===== config.mk =====
export PLATFORM = sky130hd
export DESIGN_NAME = tsc_ctrl
export DESIGN_NICKNAME = d
export VERILOG_FILES = /design/src/rtl/tsc_pkg.sv /design/src/rtl/tsc_lapse_scan.sv /design/src/rtl/tsc_pick.sv /design/src/rtl/tsc_ctrl.sv
export SDC_FILE = /design/constraint.sdc
export NUM_CORES = 2
export LEC_CHECK = 0
export ABC_CLOCK_PERIOD_IN_PS = 4800
export BUFFER_PORTS_ARGS = -buffer_cell sky130_fd_sc_hd__clkbuf_2
export CORE_UTILIZATION = 30
export DETAILED_ROUTE_END_ITERATION = 8
export SLEW_MARGIN = 40
export SYNTH_ARGS = -nofsm -noshare
export SYNTH_HDL_FRONTEND = slang
export SYNTH_HIERARCHICAL = 1
export SYNTH_SLANG_ARGS = --single-unit

===== constraint.sdc =====
create_clock -name clk -period 4.8 [get_ports clk]
set_input_delay 0.48 -clock clk [delete_from_list [all_inputs] [get_ports clk]]
set_output_delay 0.48 -clock clk [all_outputs]
set_load 0.01 [all_outputs]

===== src/rtl/tsc_pkg.sv =====
`timescale 1ns/1ps
package tsc_pkg;
    localparam int TS_W = 32;
    typedef logic [TS_W-1:0] ts_t;

    typedef enum logic [2:0] {
        LN_INV, LN_PRIV, LN_SHRD, LN_EXP, LN_RDMISS, LN_WRMISS, LN_HOLD
    } line_st_e;

    typedef enum logic [2:0] {
        CT_IDLE, CT_HOLD, CT_WB, CT_FETCH, CT_FILL, CT_DRAIN, CT_FLUSH
    } ctl_e;

    typedef enum logic [1:0] {
        RK_RDATA = 2'd0, RK_WACK = 2'd1, RK_WACK_TS = 2'd2, RK_WDATA_TS = 2'd3
    } rsp_kind_e;

    function automatic ts_t ts_max(input ts_t a, input ts_t b);
        return (a > b) ? a : b;
    endfunction

    // a timestamp has lapsed once the current time is strictly past it
    function automatic logic ts_passed(input ts_t t_now, input ts_t ts);
        return t_now > ts;
    endfunction

    function automatic logic readable(input line_st_e s);
        return s == LN_PRIV || s == LN_SHRD || s == LN_EXP;
    endfunction
endpackage


===== src/rtl/tsc_lapse_scan.sv =====
`timescale 1ns/1ps
module tsc_lapse_scan import tsc_pkg::*; #(
    parameter int LINES = 4
) (
    input  ts_t             now,
    input  ts_t             gts [LINES],
    input  line_st_e        st  [LINES],
    output logic [LINES-1:0] lapsed
);
    for (genvar i = 0; i < LINES; i++) begin : g_line
        assign lapsed[i] = (st[i] == LN_PRIV || st[i] == LN_SHRD) && ts_passed(now, gts[i]);
    end
endmodule


===== src/rtl/tsc_pick.sv =====
`timescale 1ns/1ps
module tsc_pick #(
    parameter int N = 4,
    parameter int W = 2
) (
    input  logic [N-1:0] mask,
    output logic [W-1:0] first,
    output logic         only_one
);
    always_comb begin
        first = '0;
        for (int i = N - 1; i >= 0; i--) begin
            if (mask[i]) first = W'(i);
        end
        only_one = ($countones(mask) <= 1);
    end
endmodule


===== src/rtl/tsc_ctrl.sv =====
`timescale 1ns/1ps
module tsc_ctrl import tsc_pkg::*; #(
    parameter int ADDR_W = 6,
    parameter int IDX_W  = 2,
    parameter int DATA_W = 16,
    parameter int CORES  = 4,
    parameter int CORE_W = 2
) (
    input  logic              clk,
    input  logic              rst,
    input  logic [31:0]       now,
    input  logic              flash_inv,
    input  logic              req_valid,
    output logic              req_ready,
    input  logic              req_write,
    input  logic [CORE_W-1:0] req_core,
    input  logic [ADDR_W-1:0] req_addr,
    input  logic [31:0]       req_ts,
    input  logic [DATA_W-1:0] req_wdata,
    output logic              rsp_valid,
    output logic [1:0]        rsp_kind,
    output logic [CORE_W-1:0] rsp_core,
    output logic [DATA_W-1:0] rsp_data,
    output logic [31:0]       rsp_ts,
    output logic              mem_req_valid,
    output logic              mem_req_write,
    output logic [ADDR_W-1:0] mem_req_addr,
    output logic [DATA_W-1:0] mem_req_wdata,
    input  logic              mem_rsp_valid,
    input  logic [DATA_W-1:0] mem_rsp_data
);
    localparam int LINES = 1 << IDX_W;
    localparam int TAG_W = ADDR_W - IDX_W;
    localparam logic [CORES-1:0] ONE = CORES'(1);

    line_st_e          st    [LINES];
    logic [TAG_W-1:0]  tag   [LINES];
    ts_t               gts   [LINES];
    logic [CORE_W-1:0] own   [LINES];
    logic [DATA_W-1:0] dat   [LINES];
    logic [LINES-1:0]  dirty;
    logic [LINES-1:0]  lapsed;

    ctl_e              ctl;
    logic [IDX_W-1:0]  m_idx, f_idx;
    logic [TAG_W-1:0]  m_tag;
    logic              m_write, flush_pend;
    logic [DATA_W-1:0] m_wdata;
    logic [CORE_W-1:0] m_core;
    ts_t               m_ts;
    logic [CORES-1:0]  m_rdmask;
    rsp_kind_e         rsp_kind_q;

    logic [CORE_W-1:0] p_first;
    logic              p_last;

    tsc_lapse_scan #(.LINES(LINES)) u_scan (.now(now), .gts(gts), .st(st), .lapsed(lapsed));
    tsc_pick #(.N(CORES), .W(CORE_W)) u_pick (.mask(m_rdmask), .first(p_first), .only_one(p_last));

    wire [IDX_W-1:0] r_idx = req_addr[IDX_W-1:0];
    wire [TAG_W-1:0] r_tag = req_addr[ADDR_W-1:IDX_W];
    wire hit      = (tag[r_idx] == r_tag) && readable(st[r_idx]);
    wire is_stale = (st[r_idx] == LN_EXP) || lapsed[r_idx];
    wire eff_priv = (st[r_idx] == LN_PRIV) && !lapsed[r_idx];
    wire ts_match = (req_ts == gts[r_idx]);
    wire vic_live = (st[r_idx] != LN_INV) && !ts_passed(now, gts[r_idx]);
    wire merge_ok = (ctl == CT_FILL) && !mem_rsp_valid && !m_write && !req_write &&
                    (r_idx == m_idx) && (r_tag == m_tag);
    wire acc      = req_valid && req_ready;
    wire ts_t rd_ts = ts_max(gts[r_idx], req_ts);

    assign req_ready = ((ctl == CT_IDLE) && !flush_pend) || merge_ok;
    assign rsp_kind  = rsp_kind_q;

    always_comb begin
        mem_req_valid = 1'b0;
        mem_req_write = 1'b0;
        mem_req_addr  = '0;
        mem_req_wdata = '0;
        case (ctl)
            CT_WB: begin
                mem_req_valid = 1'b1;
                mem_req_write = 1'b1;
                mem_req_addr  = {tag[m_idx], m_idx};
                mem_req_wdata = dat[m_idx];
            end
            CT_FETCH: begin
                mem_req_valid = 1'b1;
                mem_req_addr  = {m_tag, m_idx};
            end
            CT_FLUSH: begin
                mem_req_valid = dirty[f_idx];
                mem_req_write = 1'b1;
                mem_req_addr  = {tag[f_idx], f_idx};
                mem_req_wdata = dat[f_idx];
            end
            default: ;
        endcase
    end

    always_ff @(posedge clk) begin
        if (rst) begin
            ctl <= CT_IDLE;
            for (int i = 0; i < LINES; i++) begin
                st[i] <= LN_INV; tag[i] <= '0; gts[i] <= '0; own[i] <= '0; dat[i] <= '0;
            end
            dirty <= '0; flush_pend <= 1'b0; f_idx <= '0;
            m_idx <= '0; m_tag <= '0; m_write <= 1'b0; m_wdata <= '0;
            m_core <= '0; m_ts <= '0; m_rdmask <= '0;
            rsp_valid <= 1'b0; rsp_kind_q <= RK_RDATA; rsp_core <= '0;
            rsp_data <= '0; rsp_ts <= '0;
        end else begin
            rsp_valid <= 1'b0;
            // timestamp expiry, overridden below where a request touches the line
            for (int i = 0; i < LINES; i++) begin
                if (lapsed[i]) st[i] <= LN_EXP;
            end
            case (ctl)
                CT_IDLE: begin
                    if (flush_pend) begin
                        ctl   <= CT_FLUSH;
                        f_idx <= '0;
                    end else if (acc && hit && !req_write) begin
                        gts[r_idx] <= rd_ts;
                        rsp_valid <= 1'b1; rsp_kind_q <= RK_RDATA; rsp_core <= req_core;
                        rsp_data <= dat[r_idx]; rsp_ts <= rd_ts;
                        if (is_stale) begin
                            st[r_idx]  <= LN_PRIV;
                            own[r_idx] <= req_core;
                        end else if (st[r_idx] == LN_PRIV && own[r_idx] != req_core) begin
                            st[r_idx] <= LN_SHRD;
                        end
                    end else if (acc && hit) begin
                        dat[r_idx]   <= req_wdata;
                        dirty[r_idx] <= 1'b1;
                        gts[r_idx]   <= gts[r_idx] + 1;
                        rsp_valid <= 1'b1; rsp_core <= req_core;
                        if (eff_priv && ts_match) begin
                            rsp_kind_q <= RK_WACK; rsp_ts <= '0; rsp_data <= '0;
                        end else if (ts_match) begin
                            rsp_kind_q <= RK_WACK_TS; rsp_ts <= gts[r_idx] + 1; rsp_data <= '0;
                        end else begin
                            rsp_kind_q <= RK_WDATA_TS; rsp_ts <= gts[r_idx] + 1; rsp_data <= req_wdata;
                        end
                    end else if (acc) begin
                        m_idx <= r_idx; m_tag <= r_tag; m_write <= req_write;
                        m_wdata <= req_wdata; m_core <= req_core; m_ts <= req_ts;
                        m_rdmask <= req_write ? '0 : (ONE << req_core);
                        if (vic_live) begin
                            st[r_idx] <= LN_HOLD;
                            ctl <= CT_HOLD;
                        end else if (st[r_idx] != LN_INV && dirty[r_idx]) begin
                            ctl <= CT_WB;
                        end else begin
                            ctl <= CT_FETCH;
                        end
                    end
                end
                CT_HOLD: begin
                    if (ts_passed(now, gts[m_idx])) ctl <= dirty[m_idx] ? CT_WB : CT_FETCH;
                end
                CT_WB: begin
                    dirty[m_idx] <= 1'b0;
                    ctl <= CT_FETCH;
                end
                CT_FETCH: begin
                    tag[m_idx] <= m_tag;
                    st[m_idx]  <= m_write ? LN_WRMISS : LN_RDMISS;
                    ctl <= CT_FILL;
                end
                CT_FILL: begin
                    if (acc) begin
                        m_rdmask <= m_rdmask | (ONE << req_core);
                        m_ts     <= ts_max(m_ts, req_ts);
                    end
                    if (mem_rsp_valid && m_write) begin
                        dat[m_idx] <= m_wdata; dirty[m_idx] <= 1'b1;
                        gts[m_idx] <= '0; st[m_idx] <= LN_EXP;
                        rsp_valid <= 1'b1; rsp_kind_q <= RK_WACK_TS; rsp_core <= m_core;
                        rsp_data <= '0; rsp_ts <= '0;
                        ctl <= CT_IDLE;
                    end else if (mem_rsp_valid) begin
                        dat[m_idx] <= mem_rsp_data; dirty[m_idx] <= 1'b0;
                        gts[m_idx] <= m_ts; own[m_idx] <= m_core;
                        st[m_idx]  <= ($countones(m_rdmask) > 1) ? LN_SHRD : LN_PRIV;
                        ctl <= CT_DRAIN;
                    end
                end
                CT_DRAIN: begin
                    rsp_valid <= 1'b1; rsp_kind_q <= RK_RDATA; rsp_core <= p_first;
                    rsp_data <= dat[m_idx]; rsp_ts <= gts[m_idx];
                    m_rdmask[p_first] <= 1'b0;
                    if (p_last) ctl <= CT_IDLE;
                end
                CT_FLUSH: begin
                    st[f_idx] <= LN_INV; dirty[f_idx] <= 1'b0; gts[f_idx] <= '0;
                    f_idx <= f_idx + 1'b1;
                    if (f_idx == IDX_W'(LINES - 1)) begin
                        ctl <= CT_IDLE;
                        flush_pend <= 1'b0;
                    end
                end
                default: ctl <= CT_IDLE;
            endcase
            if (flash_inv) flush_pend <= 1'b1;
        end
    end

    // an accepted read hit replies next cycle covering both old and requested times
    p_rd_ts_covers_r1: assert property (@(posedge clk) disable iff (rst)
        (acc && hit && !req_write && ctl == CT_IDLE) |=>
        (rsp_valid && rsp_kind_q == RK_RDATA && rsp_ts >= $past(req_ts) && rsp_ts >= $past(gts[r_idx])));

    // an accepted write hit bumps the line timestamp by one and replies next cycle
    p_wr_bump_r4: assert property (@(posedge clk) disable iff (rst)
        (acc && hit && req_write && ctl == CT_IDLE) |=>
        (rsp_valid && gts[$past(r_idx)] == $past(gts[r_idx]) + 1));

    // a held victim keeps the controller waiting while its time has not passed
    p_hold_waits_r7: assert property (@(posedge clk) disable iff (rst)
        (ctl == CT_HOLD && !ts_passed(now, gts[m_idx])) |=> (ctl == CT_HOLD && !mem_req_valid));

    // during a fill only same-line reads get in
    p_merge_only_reads_r9: assert property (@(posedge clk) disable iff (rst)
        (ctl == CT_FILL && acc) |-> (!req_write && req_addr == {m_tag, m_idx}));

    // each flush step leaves its line invalid
    p_flush_clears_r13: assert property (@(posedge clk) disable iff (rst)
        (ctl == CT_FLUSH) |=> (st[$past(f_idx)] == LN_INV && !dirty[$past(f_idx)]));

    for (genvar gi = 0; gi < LINES; gi++) begin : g_chk
        // an untouched private/shared line past its time turns expired
        p_lapse_to_exp_r12: assert property (@(posedge clk) disable iff (rst)
            (ctl == CT_IDLE && !req_valid && lapsed[gi]) |=> (st[gi] == LN_EXP));
    end
endmodule


# Word level (Yosys, flattened, before mapping)
# Memory sizes are Yosys's and may differ from the RTL's. A register that Yosys moved wholly into a read port is not among the register bits.
# Cells that the tools add are included.
# classes
add_sub_neg,5
order_cmp,24
n_eq_ne,40
n_shift,1
mux,193
n_bitwise,34
reduce_logical,66
# op_table
operator,count
$mux 128,5
$mux 32,19
$bwmux 128,3
$pmux 128 s3,1
$and 128x128->128,2
$gt 32x32->1,8
$not 128->128,2
$demux 32 s2,3
$mux 16,9
$bmux 32 s2,2
$mux 12,9
$pmux 32 s3,1
$mux 3,22
$pmux 32 s2,1
$mux 2,31
$mux 1,49
$mux 4,12
$pmux 12 s4,1
$pmux 16 s3,1
$add 2x32->32,1
$add 32x1->32 const B,1
$eq 32x32->1,1
$gt 32x2->1 const B,1
$le 32x2->1 const B,1
other kinds (59),177
# word_totals
register_bits,264
ramBits,88
input_bits,110
n_memories,3
# memory_table
memory,words,word_bits,read_ports,rd_ports_with_merged_regs,write_ports,line,text
dat,4,16,3,2,4,tsc_ctrl.sv:40,logic [DATA_W-1:0] dat [LINES];
tag,4,4,3,2,4,tsc_ctrl.sv:37,logic [TAG_W-1:0] tag [LINES];
own,4,2,1,0,4,tsc_ctrl.sv:39,logic [CORE_W-1:0] own [LINES];

# Longest topological paths before layout
# logic_depth
ltp_word,18
depth_mapped,17

# Modules after synthesis
# The synthesis kept the hierarchy.
# modules_own_cells
mod,n_inst,cells_per_inst,area_each_um2,seq_area_each_um2
tsc_ctrl,1,2834,25165.4,8007.7
tsc_lapse_scan,1,459,3278.1,0.0
tsc_pick,1,7,52.6,0.0

# Least setup slack after synthesis
# Ideal clock, no wire load.
# synth_timing
path_kind,input to register
from,input port req_addr[1]
to,register with a tool-made name
setup_ns,0.070
t_arrival_ns,4.559
required_time_ns,4.730
path_slack_ns,0.171
cell_stages,17
cell_sequence,buf_4 > buf_2 > buf_2 > buf_2 > buf_1 > mux4_2 > ha_1 > nand4_1 > nor4_1 > nand2_1 > o21a_1 > o21a_1 > buf_1 > buf_1 > o31ai_2 > o21ai_0 > a21oi_1
# synth_rtl
element,line,text
from (decl),tsc_ctrl.sv:17,"input logic [ADDR_W-1:0] req_addr,"

==> flow_results.org <==
** Timing
- The smallest clock period supported by the final layout is computed as 4718 ps.
- Hold is met by about 100 ps.
- The count of endpoints failing hold in the final timing report was 0.
- The worst pin sits at a relative slew slack of approximately 36%.
- The final max-slew violation count was 0.
- At the pin with the least slew margin, the transition time is approximately 960 ps.
- Setup repair after global routing missed its margin :: false
- For the final database, setup skew stands at 27.74 ps.
- After layout, the worst path uses a little over nine tenths of the clock period.
- Total negative slack :: 0 ps
- After layout, the worst setup slack is roughly 82 ps.
- Setup violations remaining at the end of the flow were counted as 0.
- F_max :: ~0.21 GHz

** Global routing
- Entering global routing, the biggest net connects 163 pins.
- Overall global routing resource usage :: between 20% and 30%
- Wire length of the first global-routing pass :: 191.3 mm
- After global routing the overflow that remains totals 0.
- Antenna violations before repair :: 6
- Vias in the first global route :: 27.96k

** Synth
- Flop and latch count out of synthesis :: 356
- Number of enable-type register cells in the synthesized netlist :: 88
- Post-synthesis share of cell area spent on xor and xnor gates :: roughly 1.3%
- Among all flip-flop cells after synthesis, the most frequent one is dfxtp_1.
- After Yosys synthesis, and, or, nand and nor cells account for between 10% and 20% of the synthesized area.
- Total nets after synthesis :: approximately 3.7k
- By area, the combinational part of the netlist is dominated by compound AO/OA/AOI/OAI gates.
- Top cells by area, synth :: dfxtp_1 (19%), ha_1 (11%), mux4_2 (11%)
- Cell count after synthesis :: between 3k and 4k
- Compound-Gate Fraction of Synth Area :: 23.80%
- Mean Syn Cell Area :: 8.635 um^2
- Of all flip-flops after synthesis, the portion carrying an async set or reset was 0%.
- For this run, the number of Yosys warnings is 6.
- After synthesis, the netlist uses 87 different library cells.
- Share of synthesized cell area in full adder, half adder and majority cells :: 11.60%
- Multiplexer cells account for around 14% of the synthesized area.
- Area fraction of the dominant cell type after synthesis :: approximately a fifth
- Summed over all instances, the cell type with the most area after synthesis is dfxtp_1.
- Sequential area share after synthesis :: 28.10%
- Area of the mapped netlist :: between 0.02 and 0.03 mm^2

** Placement
- Placed standard-cell area :: about 0.032 mm^2
- Dpl hpwl :: 98.84 mm
- Post-Place Setup Slack :: -50.79 ps
- At the end of routability-driven placement, the weighted congestion stood at 1.038.
- Buffers placed on the I/O ports in this run total 187.
- Once placement completed, the tool counted placed cells totaling ~4.7k.

** Routing
- Average routed wire per standard cell :: 27.84 um
- The routed layout has approximately 30k vias.
- Starting DRC count in detailed routing :: ~4.3k
- The detail route stage leaves a number of antenna-violating nets equal to 0.
- Total wirelength of the detailed-routed design :: about 130 mm
- After detailed routing, the number of vias per cell comes to about 6.
- In the routed design, unresolved DRC markers number 0.
- Before antenna repair, the detailed router went through 6 iterations.

** Power
- VDD IR max :: 243.0 uV
- Clock share of power :: 24.7%
- Internal power :: roughly 7.2 mW
- Combinational cells account for 43.6% of the total power.
- Switching fraction of total power :: approximately 44%
- Total leakage power :: about 13 nW
- The completed layout was analyzed and its total power is around 13 mW.
- The share of total power dissipated in sequential elements is 31.7%.
- Power density normalized to cell area :: 391.1 mW/mm^2
- The analysis attributes to net switching a power of between 5 and 6 mW.

** Clocking
- After clock tree synthesis, the clock-pin slew on the worst setup and hold paths is about 70 ps.
- In this run, post-CTS repair resized a total of 0 instances.
- The H-tree generated during clock tree synthesis spans 2 levels.
- Post-CTS timing repair inserted 0 buffers for setup.
- CTS root buffer :: clkbuf_16
- Number of clock buffers inserted by TritonCTS :: between 40 and 50
- Number of clock sinks seen by CTS :: about 360
- TritonCTS built the clock tree.
- In this run, post-CTS hold repair placed 0 buffers.
- The later pin in the worst-skew pair is clocked with a latency of just over 600 ps.
- Number of buffers on the longest clock path :: 3

** Final layout
- Excluding fillers, the count of instances in the completed layout stands at roughly 4.8k.
- Core occupancy in the finished layout :: roughly 35%
- Once layout is done, the placed cells without fillers occupy roughly 0.033 mm^2.
- Number of nets at the end of the flow :: 3885
- Fillers :: 9666
- The area growth from synthesis to layout is 16.33%.
- Layout cells sized above 1 :: between 10% and 20%

** Run status
- The run finished with clean final reports.

** Floorplan
- In this run the count of I/O pins placed on the die edge is about 190.
- In this run the core area contains 112 standard-cell rows.
- Floorplan die width :: 310.2 um
- Overall die height :: slightly above 300 um
- Initial core utilization :: a little under a third
- Floorplan die area :: around 0.096 mm^2
- The core region is 0.09375 mm^2.

** Critical path
- Setup slack on the worst reg-to-reg path comes out at 80 ps.
- Maximum fanout count along the critical path :: 10
- In this run the critical register-to-register path is captured at rsp_ts[20].
- STA puts the critical path data required time at 5330 ps.
- Critical path class :: reg2reg
- Counting cells, the worst reg-to-reg path comes to 15.
- Element type at the critical path start :: flip-flop
- Crit path DAT :: ~5300 ps
- Sort of element at the end of the critical path :: flip-flop

** Hold path
- Cell depth of the worst hold path :: 3
- Worst hold path startpoint :: req_ts[31]
- The worst hold path belongs to the class in2reg.
- WHS Endpoint :: m_ts[31]

** Flow run
- The tool flagged a number of max-cap violations equal to 0.
==> cells by family (layout without fill, tap and decap cells) <==
logic type / after synthesis / in the layout
AOI/OAI and AO/OA: 1070 / 1070
xor gates and xnor gates: 43 / 43
adders and majority gates: 263 / 263
buffers and inverters: 477 / 719
DFF: 356 / 356
muxes: 242 / 242
other: 0 / 2
and+or+nand+nor: 849 / 849
==> cells in the mapped netlist (6+ instances only) <==
cell	number
dfxtp_1	268
o31ai_1	7
ha_1	261
nand3_1	93
nor2b_1	18
a22oi_1	99
and4_1	9
o211ai_1	21
buf_1	18
and3_1	18
mux4_2	133
and2_1	18
a221oi_1	20
or3_1	13
a22o_1	56
clkbuf_1	153
nor3_1	49
nand2b_1	9
o21ai_1	18
mux2i_1	108
a32oi_1	9
xnor2_1	43
a211oi_1	25
a21oi_1	338
edfxtp_1	88
o21ai_0	219
o21a_1	17
o211a_1	8
buf_4	7
nand4_1	65
o2bb2ai_1	8
nor4_2	6
nor4_1	28
or2_2	6
nand2_1	233
buf_2	30
a31oi_1	44
a21o_1	49
o22ai_1	52
nor2_1	257
o221ai_1	8
inv_1	268
==> cell type report <==
| type | count | area (um^2) | area share (%) |
|---|---|---|---|
| clock buffers | 52 | 1097 | 3.310 |
| diodes | 2 | 5.005 | 0.01510 |
| clock inverters | 21 | 205.2 | 0.6190 |
| well taps | 1254 | 1569 | 4.733 |
| inverters | 268 | 1011 | 3.050 |
| flip-flops and latches | 356 | 8013 | 24.17 |
| repair buffers | 378 | 2522 | 7.609 |
| multi-input cells | 2467 | 18730 | 56.49 |
==> power groups by stage <==
| stage | registers [mW] | logic, mW | clock network (mW) |
|---|---|---|---|
| after floorplan | 3.92 | 3.20 | 0 |
| after global placement | 4.14 | 5.39 | 0 |
| after detailed placement | 4.15 | 5.42 | 0 |
| after CTS | 4.09 | 5.45 | 3.21 |
| after global routing | 4.15 | 5.92 | 3.33 |
| final | 4.11 | 5.66 | 3.20 |
==> layout by cell type, fill, tap and decap left out, types with 20 or more instances in the layout <==
master	count
a211oi_1	25
a21o_1	49
a21oi_1	338
a221oi_1	20
a22o_1	56
a22oi_1	99
a31oi_1	44
buf_4	183
clkbuf_16	41
clkbuf_2	184
dfxtp_1	264
edfxtp_1	88
ha_1	261
inv_1	267
mux2i_1	108
mux4_2	133
nand2_1	232
nand3_1	92
nand4_1	65
nor2_1	253
nor3_1	47
nor4_1	27
o211ai_1	21
o21ai_0	217
o22ai_1	49
xnor2_1	43
==> critical path, cell delays in order, from the launching register on <==
cell	delay (ps)
dfxtp_1	470
inv_1	80
ha_1	300
nand4_1	240
nor3_1	490
nand2_1	360
a31o_1	300
a21oi_1	190
mux4_2	350
nor4_1	80
buf_4	170
and3_1	210
nor3_2	690
buf_4	380
a22oi_1	160
a21oi_1	140
==> per-layer routing <==
layer	part of all wire, %	global-route usage [%]	wire length [um]
met1	39	35.41	51540
met2	43	40.66	56920
met3	13	7.356	17370
met4	5.8	13.54	7682
met5	0.060	0	80
==> how the worst max path moves through the flow <==
stage | from | endpoint | slack (ps)
after global placement | req_addr[0] | flip-flop | -180
after detailed placement | req_addr[0] | flip-flop | -50
after global routing | flip-flop | rsp_ts[20] | 50
final | flip-flop | rsp_ts[20] | 80
after CTS | flip-flop | rsp_ts[21] | 270
after floorplan | req_addr[1] | flip-flop | 170
(Power assumes the default switching activity.)
